==> src/rtl/dma_pp_pkg.sv <==
package dma_pp_pkg;
  localparam int CTL_W  = 32;
  localparam int CNT_W  = 10;   // transfer-size field width
  localparam int DATA_W = 8;

  localparam logic [2:0] MODE_STOP     = 3'd0;
  localparam logic [2:0] MODE_PINGPONG = 3'd3;
  localparam logic [1:0] INC_FIXED     = 2'd3;

  typedef enum logic [1:0] {
    ST_IDLE,
    ST_RD,
    ST_WR,
    ST_WB
  } dma_state_t;
endpackage

==> src/rtl/dma_desc_bank.sv <==
module dma_desc_bank
  import dma_pp_pkg::*;
#(
  parameter int AW = 16
) (
  input  logic                        clk,
  input  logic                        rst_n,
  input  logic                        cfg_we,
  input  logic                        cfg_alt,
  input  logic [AW-1:0]               cfg_src_end,
  input  logic [AW-1:0]               cfg_dst_end,
  input  logic [CTL_W-1:0]            cfg_ctl,
  input  logic                        wb_en,
  input  logic                        wb_alt,
  input  logic [CTL_W-1:0]            wb_ctl,
  output logic [1:0][AW-1:0]          src_end,
  output logic [1:0][AW-1:0]          dst_end,
  output logic [1:0][CTL_W-1:0]       ctl
);
  // Set 0 is primary, set 1 alternate. Write-back wins over a load of the same set.
  for (genvar s = 0; s < 2; s++) begin : g_set
    logic hit_cfg, hit_wb;
    assign hit_cfg = cfg_we && (cfg_alt == s[0]);
    assign hit_wb  = wb_en && (wb_alt == s[0]);

    always_ff @(posedge clk or negedge rst_n) begin
      if (!rst_n) begin
        src_end[s] <= '0;
        dst_end[s] <= '0;
        ctl[s]     <= '0;
      end else begin
        if (hit_cfg) begin
          src_end[s] <= cfg_src_end;
          dst_end[s] <= cfg_dst_end;
        end
        if (hit_wb)       ctl[s] <= wb_ctl;
        else if (hit_cfg) ctl[s] <= cfg_ctl;
      end
    end
  end
endmodule

==> src/rtl/dma_addr_gen.sv <==
module dma_addr_gen
  import dma_pp_pkg::*;
#(
  parameter int AW = 16
) (
  input  logic [AW-1:0]  end_ptr,
  input  logic [1:0]     inc,
  input  logic [CNT_W:0] remaining,
  output logic [AW-1:0]  addr
);
  logic [CNT_W:0] back_items;
  logic [AW-1:0]  back_bytes;

  always_comb begin
    back_items = remaining - 1'b1;
    back_bytes = AW'(back_items) << inc;
    addr = (inc == INC_FIXED) ? end_ptr : end_ptr - back_bytes;
  end
endmodule

==> src/rtl/dma_seq.sv <==
module dma_seq
  import dma_pp_pkg::*;
(
  input  logic             clk,
  input  logic             rst_n,
  input  logic [CTL_W-1:0] act_ctl,
  input  logic             req_single,
  input  logic             req_burst,
  input  logic             burst_only,
  input  logic             mem_ready,
  output logic             act_alt,
  output logic [CNT_W:0]   remaining,
  output logic             rd_phase,
  output logic             wr_phase,
  output logic             wb_en,
  output logic [CTL_W-1:0] wb_ctl,
  output logic             done_pri,
  output logic             done_alt
);
  dma_state_t     state;
  logic [CNT_W:0] grp;
  logic [CNT_W:0] rem_load, grp_cap, grp_load;
  logic [CNT_W-1:0] rem_m1;
  logic [2:0]     mode;
  logic [3:0]     arb;
  logic           start, finished;

  assign mode     = act_ctl[2:0];
  assign arb      = act_ctl[17:14];
  assign start    = (state == ST_IDLE) && (mode != MODE_STOP) &&
                    (req_burst || (req_single && !burst_only));
  assign rem_load = {1'b0, act_ctl[13:4]} + 1'b1;
  assign finished = (state == ST_WB) && (remaining == '0);
  assign rem_m1   = remaining[CNT_W-1:0] - 1'b1;

  always_comb begin
    if (arb >= 4'(CNT_W)) grp_cap = {1'b1, {CNT_W{1'b0}}};
    else                  grp_cap = (CNT_W+1)'(1) << arb;
    if (!req_burst)             grp_load = (CNT_W+1)'(1);
    else if (grp_cap < rem_load) grp_load = grp_cap;
    else                        grp_load = rem_load;
  end

  always_ff @(posedge clk or negedge rst_n) begin
    if (!rst_n) begin
      state     <= ST_IDLE;
      remaining <= '0;
      grp       <= '0;
      act_alt   <= 1'b0;
    end else begin
      unique case (state)
        ST_IDLE: if (start) begin
          remaining <= rem_load;
          grp       <= grp_load;
          state     <= ST_RD;
        end
        ST_RD: if (mem_ready) state <= ST_WR;
        ST_WR: if (mem_ready) begin
          remaining <= remaining - 1'b1;
          grp       <= grp - 1'b1;
          state     <= (remaining == 1 || grp == 1) ? ST_WB : ST_RD;
        end
        ST_WB: begin
          state <= ST_IDLE;
          if (remaining == '0 && mode == MODE_PINGPONG) act_alt <= ~act_alt;
        end
        default: state <= ST_IDLE;
      endcase
    end
  end

  assign rd_phase = (state == ST_RD);
  assign wr_phase = (state == ST_WR);
  assign wb_en    = (state == ST_WB);
  assign done_pri = finished && !act_alt;
  assign done_alt = finished && act_alt;

  always_comb begin
    if (remaining == '0)
      wb_ctl = {act_ctl[31:14], {CNT_W{1'b0}}, act_ctl[3], MODE_STOP};
    else
      wb_ctl = {act_ctl[31:14], rem_m1, act_ctl[3:0]};
  end

  AST_SINGLE_ONE: assert property (@(posedge clk) disable iff (!rst_n)
    (start && !req_burst) |=> (grp == 1));
  AST_BURST_ONLY_IDLE: assert property (@(posedge clk) disable iff (!rst_n)
    (state == ST_IDLE && burst_only && !req_burst) |=> (state == ST_IDLE));
  AST_GROUP_BOUND: assert property (@(posedge clk) disable iff (!rst_n)
    (rd_phase || wr_phase) |-> (grp != 0 && grp <= remaining));
  AST_PINGPONG_SWAP: assert property (@(posedge clk) disable iff (!rst_n)
    (finished && mode == MODE_PINGPONG) |=> (act_alt != $past(act_alt)));
endmodule

==> src/rtl/pingpong_dma_chan.sv <==
module pingpong_dma_chan
  import dma_pp_pkg::*;
#(
  parameter int AW = 16
) (
  input  logic              clk,
  input  logic              rst_n,
  input  logic              cfg_we,
  input  logic              cfg_alt,
  input  logic [AW-1:0]     cfg_src_end,
  input  logic [AW-1:0]     cfg_dst_end,
  input  logic [CTL_W-1:0]  cfg_ctl,
  input  logic              burst_only,
  input  logic              req_single,
  input  logic              req_burst,
  output logic              mem_valid,
  input  logic              mem_ready,
  output logic              mem_write,
  output logic [AW-1:0]     mem_addr,
  output logic [DATA_W-1:0] mem_wdata,
  input  logic [DATA_W-1:0] mem_rdata,
  output logic              done_pri,
  output logic              done_alt,
  output logic [CTL_W-1:0]  ctl_pri,
  output logic [CTL_W-1:0]  ctl_alt
);
  logic [1:0][AW-1:0]    src_end, dst_end;
  logic [1:0][CTL_W-1:0] ctl;
  logic [CTL_W-1:0]      act_ctl, wb_ctl;
  logic                  act_alt, wb_en, rd_phase, wr_phase;
  logic [CNT_W:0]        remaining;
  logic [AW-1:0]         src_addr, dst_addr;
  logic [DATA_W-1:0]     data_q;

  dma_desc_bank #(.AW(AW)) u_bank (
    .clk, .rst_n, .cfg_we, .cfg_alt, .cfg_src_end, .cfg_dst_end, .cfg_ctl,
    .wb_en, .wb_alt(act_alt), .wb_ctl, .src_end, .dst_end, .ctl
  );

  assign act_ctl = ctl[act_alt];

  dma_seq u_seq (
    .clk, .rst_n, .act_ctl, .req_single, .req_burst, .burst_only, .mem_ready,
    .act_alt, .remaining, .rd_phase, .wr_phase, .wb_en, .wb_ctl,
    .done_pri, .done_alt
  );

  dma_addr_gen #(.AW(AW)) u_src_addr (
    .end_ptr(src_end[act_alt]), .inc(act_ctl[27:26]), .remaining, .addr(src_addr)
  );
  dma_addr_gen #(.AW(AW)) u_dst_addr (
    .end_ptr(dst_end[act_alt]), .inc(act_ctl[31:30]), .remaining, .addr(dst_addr)
  );

  always_ff @(posedge clk or negedge rst_n) begin
    if (!rst_n)                     data_q <= '0;
    else if (rd_phase && mem_ready) data_q <= mem_rdata;
  end

  assign mem_valid = rd_phase || wr_phase;
  assign mem_write = wr_phase;
  assign mem_addr  = wr_phase ? dst_addr : src_addr;
  assign mem_wdata = data_q;
  assign ctl_pri   = ctl[0];
  assign ctl_alt   = ctl[1];

  AST_BEAT_HOLD: assert property (@(posedge clk) disable iff (!rst_n)
    (mem_valid && !mem_ready) |=> (mem_valid && $stable(mem_addr) && $stable(mem_write)));
  AST_DONE_EXCL: assert property (@(posedge clk) disable iff (!rst_n)
    !(done_pri && done_alt));
  AST_PRI_STOPPED: assert property (@(posedge clk) disable iff (!rst_n)
    done_pri |=> (ctl_pri[2:0] == MODE_STOP));
  AST_ALT_STOPPED: assert property (@(posedge clk) disable iff (!rst_n)
    done_alt |=> (ctl_alt[2:0] == MODE_STOP));
endmodule

==> config.mk <==
export PLATFORM = sky130hd
export DESIGN_NAME = pingpong_dma_chan
export DESIGN_NICKNAME = d
export VERILOG_FILES = /design/src/rtl/dma_pp_pkg.sv /design/src/rtl/dma_desc_bank.sv /design/src/rtl/dma_addr_gen.sv /design/src/rtl/dma_seq.sv /design/src/rtl/pingpong_dma_chan.sv
export SDC_FILE = /design/constraint.sdc
export NUM_CORES = 1
export LEC_CHECK = 0
export ABC_CLOCK_PERIOD_IN_PS = 13300
export BUFFER_PORTS_ARGS = -buffer_cell sky130_fd_sc_hd__buf_2
export CORE_MARGIN = 4
export CORE_UTILIZATION = 35
export DETAILED_ROUTE_END_ITERATION = 12
export PLACE_DENSITY_LB_ADDON = 0.3
export REMOVE_ABC_BUFFERS = 1
export SETUP_SLACK_MARGIN = 0.2
export SYNTH_ARGS = -nofsm -noshare
export SYNTH_HDL_FRONTEND = slang
export SYNTH_SLANG_ARGS = --single-unit
==> constraint.sdc <==
create_clock -name clk -period 13.3 [get_ports clk]
set_clock_uncertainty 0.2 [all_clocks]
set_input_delay 1.33 -clock clk [delete_from_list [all_inputs] [get_ports clk]]
set_output_delay 1.33 -clock clk [all_outputs]
set_load 0.05 [all_outputs]
# Yosys cells after proc, flatten, opt, wreduce, memory -nomap -nowiden
# Index checks and enable logic that the tools add are counted.
[word_totals] mem_bits_rw=0 latchBits=0 mem_bits_ro=0 mem_count=0 register_bits=161 wordCells=90 input_bits=80
[op_classes] mux=28 n_addsub=6 bitwise=2 n_mul=0 eq_ne=11 magnitude_cmp=3 div_mod_pow=0 shift=3 n_reduce_logical=26
[ops] cell="2-to-1 mux 32 bit" count=6
[ops] cell="2-to-1 mux 16 bit" count=7
[ops] cell="2-to-1 mux 11 bit" count=7
[ops] cell="case mux 11 bit (2 select lines)" count=2
[ops] cell="<< shifter 11 x 2 -> 16 bit" count=2
[ops] cell="subtractor 16 bit" count=2
[ops] cell="== test 11 x 1 -> 1 bit (second input constant)" count=2
[ops] cell="subtractor 11 x 1 -> 11 bit (second input constant)" count=2
[ops] cell="2-to-1 mux 14 bit" count=1
[ops] cell="logical AND 1 bit" count=12
[ops] cell="adder 10 x 1 -> 11 bit (second input constant)" count=1
[ops] cell="zero test 11 bit" count=1
[ops] cell="< comparator 11 bit" count=1
[ops] cell="<< shifter 1 x 4 -> 11 bit (first input constant)" count=1
[ops] cell="subtractor 10 x 1 -> 10 bit (second input constant)" count=1
[ops] cell="== test 2 bit (second input constant)" count=4
[ops] cell="2-to-1 mux 2 bit" count=4
[ops] cell="case mux 2 bit (4 select lines)" count=1
[ops] cell="AND reduction 3 bit" count=2
[ops] cell="nonzero test 2 bit" count=3
[ops] cell=">= comparator 4 bit (second input constant)" count=1
[ops] cell="inequality test 2 bit (second input constant)" count=2
[ops] cell="== test 3 x 2 -> 1 bit (second input constant)" count=1
[ops] cell="logical OR 1 bit" count=3
[ops] cell="8 further kinds" count=10

# Depth between registers and ports, before layout
# Gate-level depths: netlist of run 1.
[depth] word_depth=9 mapped_depth=21 ltp_nobuf=15

# Hierarchy
# Synthesis of run 1 repeated with hierarchy kept, for this count alone.
[unflattened] hier_cells=1335 hier_area_um2=12811.0
[by_module_without_submodules] module="dma_desc_bank" n_inst=1 area_per_inst_um2=5487.8 seq_area_each_um2=3203.1 cells_each=415
[by_module_without_submodules] module="dma_addr_gen" n_inst=2 area_per_inst_um2=1549.0 seq_area_each_um2=0.0 cells_each=237
[by_module_without_submodules] module="dma_seq" n_inst=1 area_per_inst_um2=2620.0 seq_area_each_um2=625.6 cells_each=339
[by_module_without_submodules] module="pingpong_dma_chan" n_inst=1 area_per_inst_um2=1605.3 seq_area_each_um2=200.2 cells_each=107

# Least setup slack after synthesis of run 1
# Ideal clock, no wire load.
[synth_timing] kind="reg-to-output" start="reg u_seq.act_alt" end="out mem_addr[12]" n_path_buf=5 arrival_time_ns=4.553 path_slack_ns=7.217 path_stages_with_launch=16 path_cell_list="dfrtp_1 -> buf_4 -> buf_2 -> buf_4 -> buf_2 -> mux2i_1 -> buf_2 -> a21oi_1 -> ha_1 -> nor2b_1 -> o211ai_1 -> a31o_2 -> o21ai_0 -> a31oi_1 -> xor2_1 -> a311oi_1"
[synth_via] elab_chain_len=6 word_cells_on_any_way=15 classes_between="add/sub (2); eq/ne (2); shift (2); mux (9)"
[synth_lines] element="start, declared" line_no="dma_seq.sv:11" text="output logic act_alt,"
[synth_lines] element="start signal, assigned" line_no="dma_seq.sv:65" text="if (remaining == '0 && mode == MODE_PINGPONG) act_alt <= ~act_alt;"
[synth_lines] element="2-to-1 mux 32 bit (implied by the code) (2 in a row)" line_no="pingpong_dma_chan.sv:40" text="assign act_ctl = ctl[act_alt];"
[synth_lines] element="<< shifter 11 x 2 -> 16 bit" line_no="dma_addr_gen.sv:16" text="back_bytes = AW'(back_items) << inc;"
[synth_lines] element="subtractor 16 bit" line_no="dma_addr_gen.sv:17" text="addr = (inc == INC_FIXED) ? end_ptr : end_ptr - back_bytes;"
[synth_lines] element="2-to-1 mux 16 bit" line_no="dma_addr_gen.sv:17"
[synth_lines] element="2-to-1 mux 16 bit *" line_no="pingpong_dma_chan.sv:62" text="assign mem_addr = wr_phase ? dst_addr : src_addr;"
[synth_lines] element="end, declared" line_no="pingpong_dma_chan.sv:19" text="output logic [AW-1:0] mem_addr,"
# Every way passes the cells marked *; elsewhere a longest branch is shown, timed or not. The select of a mux whose other input is x is not followed.

# Final worst setup path of run 1
[layout_timing] start="reg u_seq.act_alt" end="out mem_addr[15]"
# Same word-level chain as after synthesis.

==> reports/results.ini, run 1 <==
[synth]
yosysTopAreaCell=dfrtp_1
yosys.area.top_type_share_pct=38.3
synth_ff_type=dfrtp_1
synth_warnings=0
avgSynthCellArea_um2=9.88
seq_area_frac_synth_pct=38.3
synth_edf_count=0
synth_area_um2=10500
syn_inst=1064
synthArstFlopShare_pct=100
synth_area_leaders=dfrtp_1 38%, mux2_2 15%, mux2i_1 7.3%
ys_types=64
synth-seq-cells=161

[sta]
maxSlewHeadroom_pct=29.3
drv_slew=0
fmax_ghz=0.146
finalSetupViolCount=0
whs_ns=0.300
worst_slew_pin_slew_ns=1.06
finalSetupTns_ns=0
period_needed_ns=6.83
rsz0062_at_grt=no
finalHoldViolCount=0
finalCritPeriodShare_pct=51.3

[detailed_routing]
wirelength_um=28400
drt_iter0_markers=496
drc=0
viasPerCell=5.34
first_pass_iters=6
wl_per_cell_um=17.5
vias=8627
ant_nets=0

[cts]
postCtsSetupBuffers=0
clk_pin_slew_ns=0.07
cts_resized=0
cts_buffers=17
cts_tree=yes
clockRootBuffer=clkbuf_16
htreeDepth=4
holdBufCountCts=0
clockBufferDepth=2
clock_latency_ns=0.45
clock_sinks=161

[floorplan]
io_pins=172
die_w_um=181
dieHeight_um=181
initial_core_util_pct=35.5
rows=63
die_area_um2=32900
core_um2=29600

[finish]
instances_no_fill=1617
diodes=0
drive_gt1_share_pct=30.2
nFillCells=2951
final_common_cell=buf_2
most-common-layout-cells=170 x buf_2, 160 x dfrtp_1, 143 x mux2_2
num-nets-final=1344
area_growth_syn_to_layout_pct=17.1

[setup_path]
crit_required_ns=11.77
critPathBufInv=2
end_kind=output port
cp_top_family=compound AO/OA/AOI/OAI gates
critPathMostFrequentCell=a21oi_1
crit_type=flop to output port
slowest_delay_ns=0.77
critPathArrivalTime_ns=5.30
startpoint_type=flop
slowest_stage=dfrtp_4
path_cells=buf_4 -> mux2_2 -> a21oi_1 -> a21oi_1 -> ha_1 -> o21ai_0 -> a21oi_1 -> o311ai_1 -> o21ai_0 -> a2111oi_0 -> xor2_1 -> mux2i_1 -> buf_2
cp_max_fo=51

[grt]
grt_pass1_wl_um=46400
antenna_found_initial=4
grtUsageTotal_pct=17.4
grt_pass1_vias=8618
gr-total-overflow=0
grt_max_degree=110

[min_path]
hold_class=flop to flop

[placed_design]
dpl.hpwl_um=21000
place.gp.congestion=0.922
placed_cells=1585
portBuffers=171

[job]
cap_violations=0

[outcome]
status=finished, final reports clean

cell usage after synthesis, drive strengths merged, types with 5 or more instances:
master and n:
a21oi 77, o211ai 8, a32oi 7, nand3 8, inv 29, a32o 5, a21o 7, o31ai 6
xor2 22, nor3 32, dfrtp 161, o21a 9, nand2b 11, or3 10, o21ai 53, a31oi 14
nor2 91, nor4 5, mux2i 77, a22oi 6, clkbuf 23, nor2b 15, buf 30, ha 48
or2 5, a211oi 5, xnor2 17, nand2 83, mux2 143
per-layer routing:
metal	GRT usage (%)	vias up	part of all wire, %
met5	0	-	0.17
met4	5.46	8	1.8
met3	4.75	38	5.1
met2	28.0	186	47
met1	22.8	4217	46
li1	-	4178	-
final timing paths:
check	startpoint	to	slack, ns	depth (start not counted)
max	u_seq.act_alt	mem_addr[15]	6.47	13
max reg2reg	u_seq.act_alt	u_seq.grp[3]	8.51	15
max in group asynchronous	rst_n	u_bank.dst_end[4]	10.73	2
min reg2reg	u_bank.dst_end[20]	u_bank.dst_end[20]	0.30	1
min	u_bank.dst_end[20]	u_bank.dst_end[20]	0.30	1
min in group asynchronous	rst_n	u_bank.ctl[10]	0.84	1
through the flow:
| step | area, um^2 | setup WS (ns) | utilization, % |
|---|---|---|---|
| CTS | 12300 | 6.46 | 41.5 |
| global placement | 11700 | 6.98 | 39.6 |
| finish | 12300 | 6.47 | 41.5 |
| detailed placement | 11700 | 6.98 | 39.6 |
| floorplan | 10300 | 5.49 | - |
| global route | 12300 | 6.02 | 41.5 |
area by class of cell:
| cell class | instances | area (um^2) | area share [%] |
|---|---|---|---|
| Multi-Input combinational cell | 820 | 6140 | 49.9 |
| Sequential cell | 161 | 4030 | 32.8 |
| Timing Repair Buffer | 184 | 960 | 7.80 |
| Tap cell | 390 | 488 | 3.97 |
| Clock buffer | 17 | 425 | 3.46 |
| Clock inverter | 15 | 144 | 1.17 |
| Inverter | 30 | 113 | 0.915 |
state kept, by name (all words and copies together), names as in the netlist:
name,count
u_bank.src_end,32
u_seq.state,2
mem_wdata,8
u_bank.dst_end,32
u_seq.remaining,11
u_seq.act_alt,1
u_seq.grp,11
u_bank.ctl,64
logic make-up after synthesis:
kind of cell	after synthesis	synth area share (%)
buffers and inverters	83	3.35
and+or+nand+nor	280	12.3
AOI/OAI and AO/OA	231	14.1
muxes	220	22.7
adders and majority gates	50	6.10
DFF	161	38.3
xor gates and xnor gates	39	3.25
Power of run 1 is not shown: default switching activity piles up to over one toggle a cycle in this logic, so the estimate is an artifact.
==> run 2, diff against run 1 <==
--- a/config.mk
+++ b/config.mk
@@ -5,7 +5,7 @@
 export SDC_FILE = /design/constraint.sdc
 export NUM_CORES = 1
 export LEC_CHECK = 0
-export ABC_CLOCK_PERIOD_IN_PS = 13300
+export ABC_CLOCK_PERIOD_IN_PS = 6100
 export BUFFER_PORTS_ARGS = -buffer_cell sky130_fd_sc_hd__buf_2
 export CORE_MARGIN = 4
 export CORE_UTILIZATION = 35
==> constraint.sdc (replaced) <==
create_clock -name clk -period 6.1 [get_ports clk]
set_clock_uncertainty 0.2 [all_clocks]
set_input_delay 0.61 -clock clk [delete_from_list [all_inputs] [get_ports clk]]
set_output_delay 0.61 -clock clk [all_outputs]
set_load 0.05 [all_outputs]
==> reports/results.ini, run 2 (same netlist as run 1, synthesis figures left out) <==
[sta]
whs_ns=0.0501  ; was 0.300 ns
finalSetupViolCount=0  ; unchanged
fmax_ghz=0.181
drv_slew=0  ; unchanged
rsz0062_at_grt=yes  ; was no
period_needed_ns=5.54
finalCritPeriodShare_pct=90.8
maxSlewHeadroom_pct=27.8  ; was 29.3%
finalHoldViolCount=0  ; unchanged
worst_slew_pin_slew_ns=1.08  ; was 1.06 ns
setup_ws_ns=0.563  ; was 6.47 ns

[grt]
gr-total-overflow=0  ; unchanged
met2_usage_pct=27.0  ; was 28.0%
grt_pass1_vias=8539  ; was 8618
grt_max_degree=103  ; was 110
antenna_found_initial=3  ; was 4
busiest_layer=met2  ; unchanged
use_met1_pct=23.8  ; was 22.8%
grt_pass1_wl_um=46300  ; was 46400 um
grt_util_met3_pct=4.45  ; was 4.75%
grtUsageTotal_pct=17.4  ; about the same

[setup_path]
cp_top_family=compound AO/OA/AOI/OAI gates  ; unchanged
cp_max_fo=9  ; was 51
critPathArrivalTime_ns=4.73  ; was 5.30 ns
path_cells=inv_1 -> ha_1 -> xor2_1 -> nor2_1 -> a21oi_1 -> a21oi_1 -> ha_1 -> o21ai_0 -> a21oi_1 -> o311ai_1 -> o21ai_0 -> a2111oi_1 -> xor2_1 -> mux2i_1 -> buf_2  ; was buf_4 -> mux2_2 -> a21oi_1 -> a21oi_1 -> ha_1 -> o21ai_0 -> a21oi_1 -> o311ai_1 -> o21ai_0 -> a2111oi_0 -> xor2_1 -> mux2i_1 -> buf_2
critPathMostFrequentCell=a21oi_1  ; unchanged
end_kind=output port  ; unchanged
slowest_stage=a2111oi_1  ; was dfrtp_4
critPathBufInv=2  ; unchanged
startpoint_type=flop  ; unchanged
crit_type=flop to output port  ; unchanged
slowest_delay_ns=0.55  ; was 0.77 ns
crit_required_ns=5.29  ; was 11.77 ns

[detailed_routing]
wl_per_cell_um=17.9  ; was 17.5 um
viasPerCell=5.37  ; was 5.34
drc=0  ; unchanged
first_pass_iters=5  ; was 6
ant_nets=0  ; unchanged
vias=8685  ; was 8627
drt_iter0_markers=597  ; was 496
wirelength_um=29000  ; was 28400 um

[cts]
clock_latency_ns=0.44  ; was 0.45 ns
clock_sinks=161  ; unchanged
htreeDepth=4  ; unchanged
clockRootBuffer=clkbuf_16  ; unchanged
clockBufferDepth=2  ; unchanged
cts_buffers=17  ; unchanged
clk_pin_slew_ns=0.07  ; about the same
cts_tree=yes  ; unchanged

[finish]
reg.largest.list=u_bank.ctl: 64 flops, u_bank.dst_end: 32 flops, u_bank.src_end: 32 flops  ; unchanged
area_growth_syn_to_layout_pct=17.5  ; was 17.1%
final_common_cell=buf_2  ; unchanged
largest_register_ffs=64  ; unchanged
drive_gt1_share_pct=30.5  ; was 30.2%
regMostFlops=u_bank.ctl  ; unchanged
num-nets-final=1345  ; was 1344
most-common-layout-cells=170 x buf_2, 160 x dfrtp_1, 143 x mux2_2  ; unchanged
diodes=0  ; unchanged

[placed_design]
place.gp.congestion=0.939  ; was 0.922
portBuffers=171  ; unchanged
dpl.hpwl_um=21500  ; was 21000 um
pre_cts_slack_ns=0.808  ; was 6.98 ns

[min_path]
hold_class=input pin to asynchronous set/reset pin  ; was flop to flop

[floorplan]
die_area_um2=32900  ; unchanged
die_w_um=181  ; unchanged
rows=63  ; unchanged
dieHeight_um=181  ; unchanged
initial_core_util_pct=35.5  ; unchanged
core_um2=29600  ; unchanged
io_pins=172  ; unchanged

[outcome]
status=finished, final reports clean  ; unchanged

[job]
cap_violations=0  ; unchanged

==> run 2: worst reg2reg max path, cell delays in order (launching register included) <==
cell and delay [ns]:
dfrtp_4 0.81, buf_4 0.47, nand4_1 0.21, a22oi_1 0.30
nand2_1 0.13, nor2_1 0.15, xnor2_1 0.19, inv_1 0.08
ha_1 0.27, nand2_1 0.06, nor2_1 0.09, o21ai_0 0.15
o41ai_4 0.96, mux2i_1 0.21, a222oi_1 0.35, inv_1 0.07
==> run 2: final cells by class <==
cell class                 count  area (um^2)
clock inverter                12          121
multi-input combinational    820         6160
inverter                      30          113
timing repair buffer         185          967
sequential                   161         4030
clock buffer                  20          467
tap                          390          488
fill                        2980        17300
==> run 2: what timing repair did <==
item / CTS / global route
gates resized for setup: 0 / 4
setup endpoints to repair: 0 / 2
setup buffers: 0 / 0
hold buffers: 0 / 0
==> run 2: through the flow <==
| stage | TNS [ns] | cells | utilization, % | cell area [um^2] |
|---|---|---|---|---|
| final | 0 | 1618 | 41.7 | 12300 |
| after global placement | 0 | 1586 | 39.6 | 11700 |
| after detailed placement | 0 | 1586 | 39.6 | 11700 |
| after global routing | 0 | 1618 | 41.7 | 12300 |
| after CTS | 0 | 1618 | 41.6 | 12300 |
| after floorplan | -2.81 | 1011 | - | 10300 |
==> run 2: layer usage <==
metal  up-vias  part of all wire (%)
met5         -                  0.10
met4         6                   2.4
met3        47                   6.2
met2       252                    46
met1      4208                    46
li1       4172                     -
==> run 2: path summary, 6_finish.rpt <==
kind / slack [ns] / startpoint / endpoint / cells past startpoint
setup / recovery: 0.56 / u_seq.remaining[0] / mem_addr[15] / 15
hold / removal: 0.05 / rst_n / u_bank.ctl[42] / 1
setup reg to reg: 1.29 / u_seq.act_alt / u_seq.grp[3] / 15
hold reg to reg: 0.30 / mem_wdata[7] / mem_wdata[7] / 1
max in group asynchronous: 4.33 / rst_n / u_bank.ctl[4] / 2
min in group clk: 0.20 / cfg_ctl[16] / u_bank.ctl[16] / 3
Power of run 2 is left out for the same reason.
==> run 3, diff against run 2 <==
--- a/config.mk
+++ b/config.mk
@@ -7,10 +7,13 @@
 export LEC_CHECK = 0
 export ABC_CLOCK_PERIOD_IN_PS = 6100
 export BUFFER_PORTS_ARGS = -buffer_cell sky130_fd_sc_hd__buf_2
+export CORE_ASPECT_RATIO = 1.2
 export CORE_MARGIN = 4
 export CORE_UTILIZATION = 35
+export CTS_CLUSTER_DIAMETER = 40
 export DETAILED_ROUTE_END_ITERATION = 12
 export PLACE_DENSITY_LB_ADDON = 0.3
+export RECOVER_POWER = 100
 export REMOVE_ABC_BUFFERS = 1
 export SETUP_SLACK_MARGIN = 0.2
 export SYNTH_ARGS = -nofsm -noshare
==> reports/results.ini, run 3 (same netlist as run 1, synthesis figures left out) <==
[outcome]
status=complete, but fails checks  ; was finished, final reports clean
violations=max-capacitance violations, max-slew violations

[detailed_routing]
wl_per_cell_um=17.3  ; was 17.9 um
first_pass_iters=5  ; unchanged
wirelength_um=27900  ; was 29000 um
vias=8533  ; was 8685
viasPerCell=5.28  ; was 5.37
drt_iter0_markers=477  ; was 597
ant_nets=0  ; unchanged
drc=0  ; unchanged

[grt]
gr-total-overflow=0  ; unchanged
grtUsageTotal_pct=17.1  ; was 17.4%
grt_pass1_wl_um=45600  ; was 46300 um
grt_max_degree=106  ; was 103
grt_pass1_vias=8728  ; was 8539
antenna_found_initial=0  ; was 3

[placed_design]
portBuffers=171  ; unchanged
place.gp.congestion=0.929  ; was 0.939
dpl.hpwl_um=21000  ; was 21500 um

[cts]
clockBufferDepth=2  ; unchanged
cts_buffers=17  ; unchanged
clock_sinks=161  ; unchanged
clockRootBuffer=clkbuf_16  ; unchanged
htreeDepth=4  ; unchanged
holdBufCountCts=0  ; unchanged
cts_tree=yes  ; unchanged
clock_latency_ns=0.44  ; about the same
clk_pin_slew_ns=0.07  ; about the same

[sta]
rsz0062_at_grt=no  ; was yes
worst_slew_pin_slew_ns=3.09  ; was 1.08 ns
finalHoldViolCount=0  ; unchanged
maxSlewHeadroom_pct=-106  ; was 27.8%
finalSetupViolCount=0  ; unchanged
period_needed_ns=5.53  ; was 5.54 ns
fmax_ghz=0.181  ; about the same
finalCritPeriodShare_pct=90.7  ; was 90.8%
drv_slew=289  ; was 0
whs_ns=0.192  ; was 0.0501 ns

[job]
cap_violations=6  ; was 0

[floorplan]
die_area_um2=32900  ; about the same
core_um2=29600  ; about the same
dieHeight_um=198  ; was 181 um
initial_core_util_pct=35.5  ; about the same
rows=69  ; was 63
die_w_um=166  ; was 181 um
io_pins=172  ; unchanged

[finish]
nFillCells=2963  ; was 2980
area_growth_syn_to_layout_pct=16.6  ; was 17.5%
regMostFlops=u_bank.ctl  ; unchanged
multiInputGateArea_um2=6150  ; was 6160 um^2
final_common_cell=dfrtp_1  ; was buf_2
num-nets-final=1345  ; unchanged
reg.largest.list=u_bank.ctl: 64 flops, u_bank.dst_end: 32 flops, u_bank.src_end: 32 flops  ; unchanged
drive_gt1_share_pct=22.8  ; was 30.5%
seqCellArea_um2=4030  ; unchanged
most-common-layout-cells=160 x dfrtp_1, 142 x mux2_2, 92 x clkbuf_1  ; was 170 x buf_2, 160 x dfrtp_1, 143 x mux2_2
diodes=0  ; unchanged
largest_register_ffs=64  ; unchanged

[setup_path]
critPathArrivalTime_ns=4.72  ; was 4.73 ns
end_kind=output port  ; unchanged
crit_type=flop to output port  ; unchanged
cp_max_fo=9  ; unchanged
crit_required_ns=5.29  ; about the same
startpoint_type=flop  ; unchanged

[min_path]
hold_class=input pin to flop  ; was input pin to asynchronous set/reset pin

-- run 3: cell types whose count changed in the layout (fill, tap and decap cells not counted), sizes merged --
| cell | previous run | this run |
|---|---|---|
| buf | 185 | 88 |
| bufinv | 1 | 4 |
| clkbuf | 20 | 116 |
| clkinvlp | 3 | 2 |
| inv | 33 | 31 |
-- run 3: critical path, stage by stage, from the launching register on --
cell      delay [ns]
dfrtp_1         0.48
inv_1           0.20
ha_1            0.23
nand2_1         0.18
nor3_1          0.29
xnor2_2         0.16
mux2i_1         0.24
mux2i_1         0.12
ha_1            0.38
o21a_1          0.13
o21ai_0         0.07
a31o_2          0.24
o21ai_0         0.40
a31oi_1         0.18
xor2_1          0.17
a311oi_1        0.42
clkbuf_2        0.35
-- run 3: repair_timing --
item                       in CTS  in global routing
setup endpoints to repair       0                  2
buffers inserted                0                  0
resized for setup               0                  5
-- run 3: cell type report --
| type | instances | area share, % |
|---|---|---|
| Clock inverter | 12 | 1.47 |
| Clock buffer | 19 | 3.70 |
| Tap cell | 390 | 3.98 |
| Timing Repair Buffer | 185 | 6.80 |
| Inverter | 30 | 0.919 |
| Multi-Input combinational cell | 820 | 50.2 |
| Sequential cell | 161 | 32.9 |
-- run 3: worst paths after layout --
kind	start	end	slack [ns]	depth (start not counted)
worst max-delay path	u_seq.remaining[0]	mem_addr[12]	0.57	16
min in group asynchronous	rst_n	u_bank.ctl[60]	0.75	1
worst min-delay path	cfg_ctl[16]	u_bank.ctl[16]	0.19	3
worst max register to register	u_seq.act_alt	u_seq.grp[5]	0.88	16
max in group asynchronous	rst_n	u_bank.src_end[30]	2.40	2
worst min register to register	u_bank.ctl[29]	u_bank.ctl[29]	0.30	1
-- run 3: per-layer routing --
| metal | up-vias | global-route usage (%) | part of all wire (%) |
|---|---|---|---|
| li1 | 4167 | - | - |
| met1 | 4140 | 20.6 | 43 |
| met2 | 194 | 31.1 | 51 |
| met3 | 32 | 3.53 | 4.1 |
| met4 | 0 | 5.10 | 2.0 |
| met5 | - | 0 | 0 |
-- run 3: through the flow --
stage          setup TNS [ns]  area, um^2  setup slack (ns)  instances  util (%)
2_1_floorplan           -2.81       10300            -0.991       1011         -
3_3_place_gp                0       11700              1.08       1586      39.7
3_5_place_dp                0       11700             0.992       1586      39.7
4_1_cts                     0       12400             0.498       1617      41.8
5_1_grt                     0       12300             0.108       1617      41.4
6_report                    0       12300             0.570       1617      41.4
Power of run 3 is left out for the same reason.
